## config.mk

```make
export PLATFORM = sky130hd
export DESIGN_NAME = fuse_prog_seq
export DESIGN_NICKNAME = d
export VERILOG_FILES = /design/src/rtl/fpseq_pkg.sv /design/src/rtl/fpseq_classify.sv /design/src/rtl/fpseq_step_mux.sv /design/src/rtl/fpseq_ctrl.sv /design/src/rtl/fuse_prog_seq.sv
export SDC_FILE = /design/constraint.sdc
export NUM_CORES = 1
export LEC_CHECK = 0
export ABC_AREA = 0
export ABC_CLOCK_PERIOD_IN_PS = 1700
export BUFFER_PORTS_ARGS = -buffer_cell sky130_fd_sc_hd__buf_2
export CORE_ASPECT_RATIO = 0.75
export CORE_MARGIN = 2
export CORE_UTILIZATION = 30
export CTS_CLUSTER_DIAMETER = 60
export CTS_CLUSTER_SIZE = 40
export DETAILED_ROUTE_END_ITERATION = 6
export MAX_ROUTING_LAYER = met4
export PLACE_DENSITY_LB_ADDON = 0.15
export SYNTH_ARGS = -nofsm -noshare
export SYNTH_HDL_FRONTEND = slang
export SYNTH_HIERARCHICAL = 1
export SYNTH_SLANG_ARGS = --single-unit
```

## constraint.sdc

```tcl
create_clock -name clk -period 1.7 [get_ports clk]
set_input_delay 0.085 -clock clk [delete_from_list [all_inputs] [get_ports clk]]
set_output_delay 0.085 -clock clk [all_outputs]
set_load 0.1 [all_outputs]
```

## src/rtl/fpseq_pkg.sv

```systemverilog
package fpseq_pkg;
  typedef enum logic [1:0] {
    ST_IDLE  = 2'd0,
    ST_ISSUE = 2'd1,
    ST_WAIT  = 2'd2
  } seq_state_e;

  typedef enum logic [1:0] {
    STEP_MIRROR_A = 2'd0,
    STEP_MIRROR_B = 2'd1,
    STEP_MAIN     = 2'd2
  } step_e;
endpackage

```

## src/rtl/fpseq_classify.sv

```systemverilog
module fpseq_classify #(
  parameter int IDX_W            = 8,
  parameter int LOGICAL_MAX      = 199,
  parameter int LOW_PROT_COUNT   = 4,
  parameter int HIGH_PROT_FIRST  = 176,
  parameter int LOW_MIRROR_BASE  = 200,
  parameter int HIGH_MIRROR_BASE = 208
) (
  input  logic [IDX_W-1:0] idx_i,
  output logic             legal_o,
  output logic             prot_o,
  output logic [IDX_W-1:0] mirror_a_o
);
  localparam logic [IDX_W-1:0] MaxIdx   = IDX_W'(LOGICAL_MAX);
  localparam logic [IDX_W-1:0] LowEnd   = IDX_W'(LOW_PROT_COUNT);
  localparam logic [IDX_W-1:0] HighFrst = IDX_W'(HIGH_PROT_FIRST);
  localparam logic [IDX_W-1:0] LowBase  = IDX_W'(LOW_MIRROR_BASE);
  localparam logic [IDX_W-1:0] HighBase = IDX_W'(HIGH_MIRROR_BASE);

  logic             in_low;
  logic             in_high;
  logic [IDX_W-1:0] high_off;

  always_comb begin
    legal_o  = (idx_i <= MaxIdx);
    in_low   = (idx_i < LowEnd);
    in_high  = (idx_i >= HighFrst) && legal_o;
    prot_o   = in_low || in_high;
    high_off = idx_i - HighFrst;
    if (in_low) begin
      mirror_a_o = LowBase + {idx_i[IDX_W-2:0], 1'b0};
    end else begin
      mirror_a_o = HighBase + {high_off[IDX_W-2:0], 1'b0};
    end
  end
endmodule

```

## src/rtl/fpseq_step_mux.sv

```systemverilog
module fpseq_step_mux
  import fpseq_pkg::*;
#(
  parameter int IDX_W = 8
) (
  input  step_e            step_i,
  input  logic [IDX_W-1:0] main_idx_i,
  input  logic [IDX_W-1:0] mirror_a_i,
  output logic [IDX_W-1:0] raw_idx_o
);
  always_comb begin
    unique case (step_i)
      STEP_MIRROR_A: raw_idx_o = mirror_a_i;
      STEP_MIRROR_B: raw_idx_o = mirror_a_i + IDX_W'(1);
      default:       raw_idx_o = main_idx_i;
    endcase
  end
endmodule

```

## src/rtl/fpseq_ctrl.sv

```systemverilog
module fpseq_ctrl
  import fpseq_pkg::*;
#(
  parameter int IDX_W           = 8,
  parameter int DATA_W          = 32,
  parameter int LOW_MIRROR_BASE = 200
) (
  input  logic              clk,
  input  logic              rst_n,
  input  logic              start_i,
  input  logic [IDX_W-1:0]  index_i,
  input  logic [DATA_W-1:0] data_i,
  input  logic              legal_i,
  input  logic              prot_i,
  input  logic [IDX_W-1:0]  mirror_a_i,
  input  logic              raw_done_i,
  input  logic              raw_error_i,
  output logic              done_o,
  output logic              error_o,
  output logic              raw_req_o,
  output logic              raw_ecc_en_o,
  output logic [DATA_W-1:0] raw_data_o,
  output step_e             step_o,
  output logic [IDX_W-1:0]  idx_o,
  output logic [IDX_W-1:0]  mirror_a_o
);
  seq_state_e        state_q, state_d;
  step_e             step_q, step_d;
  logic              done_q, done_d;
  logic              err_q, err_d;
  logic              load_en;
  logic [IDX_W-1:0]  idx_q;
  logic [IDX_W-1:0]  mirror_a_q;
  logic [DATA_W-1:0] data_q;
  logic              prot_q;

  always_comb begin
    state_d = state_q;
    step_d  = step_q;
    done_d  = 1'b0;
    err_d   = 1'b0;
    load_en = 1'b0;
    unique case (state_q)
      ST_IDLE: begin
        if (start_i) begin
          if (!legal_i) begin
            done_d = 1'b1;
            err_d  = 1'b1;
          end else begin
            load_en = 1'b1;
            state_d = ST_ISSUE;
            step_d  = prot_i ? STEP_MIRROR_A : STEP_MAIN;
          end
        end
      end
      ST_ISSUE: state_d = ST_WAIT;
      ST_WAIT: begin
        if (raw_done_i) begin
          if (raw_error_i) begin
            done_d  = 1'b1;
            err_d   = 1'b1;
            state_d = ST_IDLE;
          end else if (step_q == STEP_MAIN) begin
            done_d  = 1'b1;
            state_d = ST_IDLE;
          end else begin
            step_d  = (step_q == STEP_MIRROR_A) ? STEP_MIRROR_B : STEP_MAIN;
            state_d = ST_ISSUE;
          end
        end
      end
      default: state_d = ST_IDLE;
    endcase
  end

  always_ff @(posedge clk or negedge rst_n) begin
    if (!rst_n) begin
      state_q <= ST_IDLE;
      step_q  <= STEP_MAIN;
      done_q  <= 1'b0;
      err_q   <= 1'b0;
    end else begin
      state_q <= state_d;
      step_q  <= step_d;
      done_q  <= done_d;
      err_q   <= err_d;
    end
  end

  always_ff @(posedge clk or negedge rst_n) begin
    if (!rst_n) begin
      idx_q      <= '0;
      mirror_a_q <= '0;
      data_q     <= '0;
      prot_q     <= 1'b0;
    end else if (load_en) begin
      idx_q      <= index_i;
      mirror_a_q <= mirror_a_i;
      data_q     <= data_i;
      prot_q     <= prot_i;
    end
  end

  assign done_o       = done_q;
  assign error_o      = err_q;
  assign raw_req_o    = (state_q == ST_ISSUE);
  assign raw_ecc_en_o = !prot_q;
  assign raw_data_o   = data_q;
  assign step_o       = step_q;
  assign idx_o        = idx_q;
  assign mirror_a_o   = mirror_a_q;

  // a refused index yields done with error next cycle, no raw request
  p_reject_r1: assert property (@(posedge clk) disable iff (!rst_n)
    (state_q == ST_IDLE && start_i && !legal_i) |=> (done_o && error_o && !raw_req_o));

  // writes to mirror space always bypass ECC
  p_mirror_bypass_r6: assert property (@(posedge clk) disable iff (!rst_n)
    (raw_req_o && (raw_data_o == data_q) && (step_q != STEP_MAIN)) |-> !raw_ecc_en_o);

  // an engine error ends the sequence with error and no further request
  p_abort_r7: assert property (@(posedge clk) disable iff (!rst_n)
    (state_q == ST_WAIT && raw_done_i && raw_error_i) |=> (done_o && error_o && !raw_req_o));

  // request is a single-cycle pulse
  p_req_pulse_r8: assert property (@(posedge clk) disable iff (!rst_n)
    raw_req_o |=> !raw_req_o);

  // next step follows a clean completion by one cycle
  p_next_step_r8: assert property (@(posedge clk) disable iff (!rst_n)
    (state_q == ST_WAIT && raw_done_i && !raw_error_i && step_q != STEP_MAIN) |=> raw_req_o);

  // done is a pulse and error only comes with it
  p_done_pulse_r9: assert property (@(posedge clk) disable iff (!rst_n)
    done_o |=> !done_o);
  p_err_with_done_r9: assert property (@(posedge clk) disable iff (!rst_n)
    error_o |-> done_o);

  // a busy start leaves the latched request untouched
  p_busy_ignore_r10: assert property (@(posedge clk) disable iff (!rst_n)
    (state_q != ST_IDLE && start_i) |=> ($stable(idx_q) && $stable(data_q) && $stable(prot_q)));

  // raw index stays put while waiting on the engine
  p_hold_wait_r5: assert property (@(posedge clk) disable iff (!rst_n)
    (state_q == ST_WAIT) |-> $stable(step_q));

  localparam logic [IDX_W-1:0] MirrorFloor = IDX_W'(LOW_MIRROR_BASE);
  // an unprotected main write never lands in mirror space
  p_main_below_mirrors_r2: assert property (@(posedge clk) disable iff (!rst_n)
    (raw_req_o && raw_ecc_en_o) |-> (idx_q < MirrorFloor));
endmodule

```

## src/rtl/fuse_prog_seq.sv

```systemverilog
module fuse_prog_seq
  import fpseq_pkg::*;
#(
  parameter int IDX_W            = 8,
  parameter int DATA_W           = 32,
  parameter int LOGICAL_MAX      = 199,
  parameter int LOW_PROT_COUNT   = 4,
  parameter int HIGH_PROT_FIRST  = 176,
  parameter int LOW_MIRROR_BASE  = 200,
  parameter int HIGH_MIRROR_BASE = 208
) (
  input  logic              clk,
  input  logic              rst_n,
  input  logic              start_i,
  input  logic [IDX_W-1:0]  index_i,
  input  logic [DATA_W-1:0] data_i,
  output logic              done_o,
  output logic              error_o,
  output logic              raw_req_o,
  output logic [IDX_W-1:0]  raw_index_o,
  output logic [DATA_W-1:0] raw_data_o,
  output logic              raw_ecc_en_o,
  input  logic              raw_done_i,
  input  logic              raw_error_i
);
  logic             legal;
  logic             prot;
  logic [IDX_W-1:0] mirror_a;
  step_e            step;
  logic [IDX_W-1:0] idx_lat;
  logic [IDX_W-1:0] mirror_a_lat;

  fpseq_classify #(
    .IDX_W(IDX_W), .LOGICAL_MAX(LOGICAL_MAX), .LOW_PROT_COUNT(LOW_PROT_COUNT),
    .HIGH_PROT_FIRST(HIGH_PROT_FIRST), .LOW_MIRROR_BASE(LOW_MIRROR_BASE),
    .HIGH_MIRROR_BASE(HIGH_MIRROR_BASE)
  ) u_classify (
    .idx_i(index_i), .legal_o(legal), .prot_o(prot), .mirror_a_o(mirror_a)
  );

  fpseq_ctrl #(
    .IDX_W(IDX_W), .DATA_W(DATA_W), .LOW_MIRROR_BASE(LOW_MIRROR_BASE)
  ) u_ctrl (
    .clk(clk), .rst_n(rst_n), .start_i(start_i), .index_i(index_i), .data_i(data_i),
    .legal_i(legal), .prot_i(prot), .mirror_a_i(mirror_a),
    .raw_done_i(raw_done_i), .raw_error_i(raw_error_i),
    .done_o(done_o), .error_o(error_o), .raw_req_o(raw_req_o),
    .raw_ecc_en_o(raw_ecc_en_o), .raw_data_o(raw_data_o),
    .step_o(step), .idx_o(idx_lat), .mirror_a_o(mirror_a_lat)
  );

  fpseq_step_mux #(.IDX_W(IDX_W)) u_mux (
    .step_i(step), .main_idx_i(idx_lat), .mirror_a_i(mirror_a_lat), .raw_idx_o(raw_index_o)
  );
endmodule

```

* Yosys cells after proc, flatten, opt, wreduce, memory -nomap -nowiden *
Index checks and enable logic that the tools add are counted.
Widths: inputs -> output; s select.

word-level totals
  output and inout port bits = 44
  bits of input ports = 45
  word-level logic and storage cells = 60
  register bits after elaboration = 55

cells by class
  magnitude comparators = 3
  equal/unequal tests = 9
  reductions and logical operators = 8
  add/sub/neg operators = 4
  multiplexer cells = 28

operator list
  operator             count
  $mux 2               11
  $add 8x8->8 const A  2
  $pmux 8 s2           1
  $mux 1               11
  $add 8x1->8 const B  1
  $ge 8x8->1 const B   1
  $le 8x8->1 const B   1
  $lt 8x3->1 const B   1
  $mux 8               1
  $ne 2x2->1 const B   4
  $sub 7x6->7 const B  1
  $pmux 2 s3           1
  $reduce_and 6->1     1
  $eq 2x1->1 const B   2
  $eq 2x2->1 const B   2
  $logic_not 2->1      2
  $pmux 1 s2           2
  $pmux 2 s2           1
  $reduce_and 3->1     1
  $ne 2x1->1 const B   1
  $reduce_bool 2->1    1
  $logic_and 1x1->1    1
  $logic_not 1->1      1
  $logic_or 1x1->1     1

* Longest topological paths before layout *
  depth in word-level cells = 7
  gate-level depth with buffers = 9
  gate-level depth less buffers = 7

* Hierarchy *
The synthesis kept the hierarchy.

by module, submodules not included
  module          area each (µm²)  times used  cells each  sequential area each (µm²)
  fpseq_ctrl      2316.0           1           128         1377.6
  fpseq_classify  327.8            1           38          0.0
  fpseq_step_mux  209.0            1           36          0.0

* Worst setup path after synthesis *
OpenSTA, ideal clock, no wires.

  path kind = register to output
  start point = register u_ctrl.mirror_a_q[0] (netlist: u_ctrl/mirror_a_o[0])
  end point = output port raw_index_o[4]
  arrival time = 2973 ps
  required time = 1615 ps
  cell stages (with the launch flop) = 5
  path slack = -1358 ps
  buffers on the path = 0
  path through = dfrtp_1 ha_1 nand4_1 xor2_1 o21ai_0

on the way
  cells in the longest elaborated chain, start to end = 2

RTL lines
  item                    RTL line              RTL
  start, declared         fpseq_ctrl.sv:33      logic [IDX_W-1:0] mirror_a_q;
  start signal, assigned  fpseq_ctrl.sv:98      mirror_a_q <= mirror_a_i;
  $add 8x1->8             fpseq_step_mux.sv:14  STEP_MIRROR_B: raw_idx_o = mirror_a_i + IDX_W'(1);
  $pmux 8 s2              fpseq_step_mux.sv:12  unique case (step_i)
  end, declared           fuse_prog_seq.sv:20   output logic [IDX_W-1:0] raw_index_o,

Every way passes these cells.

* Worst setup path in the final report *
  start point = register u_ctrl.mirror_a_q[0] (netlist: u_ctrl/mirror_a_o[0])
  end point = output port raw_index_o[6]

Same word-level chain as after synthesis.

==> impl_metrics.env <==
export IMPL_status="finished with violations"
export IMPL_violations="negative setup slack"
export IMPL_via_per_inst=4.20
export IMPL_synthTopCellsByArea="dfrtp_1 (47%), mux2_4 (22%), ha_1 (4.4%), buf_12 (2.8%), mux2_1 (2.4%)"
export IMPL_antenna_found_initial=0
export IMPL_fin_skew_ns=0.00511
export IMPL_hold_viol=0
export IMPL_crit_type="reg -> out"
export IMPL_cap_violations=0
export IMPL_dieArea_um2=10300
export IMPL_postLayoutCoreUtil_pct=43.8
export IMPL_grt_util_met1_pct=18.7
export IMPL_io_buffers=88
export IMPL_yosysTopAreaCell="dfrtp_1"
export IMPL_hp_class="in -> reg"
export IMPL_vias=1876
export IMPL_ys_ff_latch=55
export IMPL_async_flop_share_pct=100
export IMPL_cp_startpoint="u_ctrl/mirror_a_o[0]"
export IMPL_syn_num_nets=257
export IMPL_met2_usage_pct=16.9
export IMPL_fp_dieH_um=88.5
export IMPL_synth_top_area_share_pct=47.4
export IMPL_path_max_fanout=3
export IMPL_synth_commonest_cells="dfrtp_1 (54), mux2_4 (41), ha_1 (10)"
export IMPL_dr_pass1_iters=4
export IMPL_overflow=0
export IMPL_grt_use_total_pct=12.9
export IMPL_drtAntennaViolNets=0
export IMPL_critical_path_required_ns=1.62
export IMPL_synth_ff_type="dfrtp_1"
export IMPL_numCtsBuffers=5
export IMPL_finish_net_count=373
export IMPL_yosys_warnings=6
export IMPL_die_w_um=117
export IMPL_grt_pass1_wl_um=9690
export IMPL_crit_reg2reg_launch="u_ctrl/state_q[0]"
export IMPL_grt_util_met3_pct=3.84
export IMPL_start_util_pct=31.1
export IMPL_drtIter0Drc=96
export IMPL_syn2layout_area_growth_pct=40.7
export IMPL_setup_violations=4
export IMPL_syn_inst=202
export IMPL_cts_root_buf="clkbuf_16"
export IMPL_grt_pass1_vias=1848
export IMPL_grt_setup_unrepaired="yes"
export IMPL_fin_cells=447
export IMPL_synth_edf_count=0
export IMPL_cts_tree="done"
export IMPL_yosysMostFrequentCell="dfrtp_1"
export IMPL_finalCriticalPeriod_ns=1.89
export IMPL_max_freq_ghz=0.530
export IMPL_pre_cts_ws_ns=-0.179
export IMPL_cts_buffer_depth=2
export IMPL_post_route_period_util_pct=111
export IMPL_avgSynthCellArea_um2=14.1
export IMPL_clock_latency_ns=0.30
export IMPL_avgRoutedWirePerCell_um=13.7
export IMPL_antennaDiodeCount=0
export IMPL_h_tree_depth=2
export IMPL_cp_arrival_ns=1.80
export IMPL_drv_slew=0
export IMPL_holdCritStartpoint="data_i[15]"
export IMPL_regToRegSetupSlack_ns=0.13
export IMPL_synth_cell_area_um2=2850
export IMPL_ios=89
export IMPL_cpLargestDelayFamily="simple AND/OR/NAND/NOR gates"
export IMPL_fp_row_count=30
export IMPL_dp_cells=429
export IMPL_worst_slack_ns=-0.188
export IMPL_yosysSeqAreaShare_pct=48.3
export IMPL_clk_pin_slew_worst_paths_ns=0.07
export IMPL_drc_errors=0
export IMPL_worstSetupStartpointType="register"
export IMPL_crit_chain="ha_4 > nand4_1 > or3_4 > a31oi_4 > buf_12"
export IMPL_design_core_area_um2=9160
export IMPL_slowest_stage="dfrtp_1"
export IMPL_end_kind="output port"
export IMPL_crit_buf_inv=1
export IMPL_ys_types=37
export IMPL_grt_busiest_layer="met1"
export IMPL_drt_wl_total_um=6140
export IMPL_cpPeakStageDelay_ns=0.42
export IMPL_hpwl_um=4390
export IMPL_grt_max_degree=56
export IMPL_layout_drive_gt1_share_pct=60.2
export IMPL_clock_sinks=55
export IMPL_fin_tns_setup_ns=-0.576
export IMPL_gp_congestion=0.781
registers in the layout (all words and copies together) (netlist names):
| register | cells |
|---|---|
| u_ctrl/state_q | 2 |
| u_ctrl/done_o | 1 |
| u_ctrl/mirror_a_o | 8 |
| u_ctrl/error_o | 1 |
| u_ctrl/idx_o | 8 |
| u_ctrl/step_o | 2 |
| u_ctrl/raw_data_o | 32 |
| u_ctrl/prot_q | 1 |
final timing paths:
kind	to	cells after the start
max	raw_index_o[6]	5
min	u_ctrl/raw_data_o[15]	2
max reg2reg	u_ctrl/raw_data_o[26]	4
min reg2reg	u_ctrl/raw_data_o[17]	1
max in group asynchronous	u_ctrl/step_o[1]	3
min in group asynchronous	u_ctrl/raw_data_o[9]	3
per-stage QoR:
stage | cell area (µm²) | hold WS (ns)
finish | 4010 | 0.00248
global route | 4010 | 0.00268
CTS | 3970 | 0.000400
detailed placement | 3740 | 0.108
global placement | 3740 | 0.112
floorplan | 2930 | -0.211
cells in the final DEF, fill, tap and decap left out, types with 2 or more instances in the layout:
| cell | n |
|---|---|
| a21bo_2 | 2 |
| a21oi_1 | 4 |
| a31oi_4 | 3 |
| buf_12 | 13 |
| buf_2 | 80 |
| buf_4 | 21 |
| clkbuf_16 | 5 |
| dfrtp_1 | 52 |
| dfrtp_2 | 2 |
| dlygate4sd3_1 | 5 |
| ha_1 | 9 |
| inv_1 | 6 |
| inv_6 | 2 |
| mux2_1 | 6 |
| mux2_2 | 4 |
| mux2_4 | 41 |
| mux2i_1 | 3 |
| nand2_1 | 9 |
| nand2b_1 | 3 |
| nand3_1 | 2 |
| nand4_1 | 4 |
| nor2_1 | 4 |
| o21ai_0 | 4 |
| o21ai_2 | 5 |
| or3_4 | 3 |
| xnor2_1 | 4 |
| xor2_1 | 5 |
kinds of logic after synthesis:
| kind of cell | after synthesis | share of synthesized area [%] |
|---|---|---|
| AOI/OAI and AO/OA | 22 | 4.78 |
| buffers and inverters | 16 | 5.44 |
| DFF | 55 | 48.3 |
| adders and majority gates | 10 | 4.39 |
| other | 1 | 0.131 |
| and+or+nand+nor | 34 | 7.32 |
| muxes | 54 | 26.6 |
| xor gates and xnor gates | 10 | 3.07 |
what timing repair did:
| action | CTS | global route |
|---|---|---|
| resized for setup | 2 | 4 |
| endpoints found under the setup margin | 4 | 4 |
| gates cloned | 0 | 0 |
| hold buffers | 5 | 0 |
| hold endpoints to repair | 58 | 0 |
| pin swaps | 1 | 3 |
| setup buffers | 2 | 3 |
cell type report:
| class | count | area (µm²) |
|---|---|---|
| clock buffers | 5 | 125 |
| well taps | 128 | 160 |
| fillers | 874 | 5150 |
| multi-input cells | 131 | 1430 |
| repair buffers | 119 | 868 |
| flip-flops and latches | 55 | 1380 |
| clock inverters | 3 | 26.3 |
| inverters | 6 | 22.5 |
metal layers:
| layer | share of wire (%) | vias up |
|---|---|---|
| li1 | - | 939 |
| met1 | 52 | 872 |
| met2 | 39 | 58 |
| met3 | 7.5 | 7 |
| met4 | 1.4 | 0 |
| met5 | 0 | - |
Power is not shown: default switching activity piles up to over one toggle a cycle in this logic, so the estimate is an artifact.
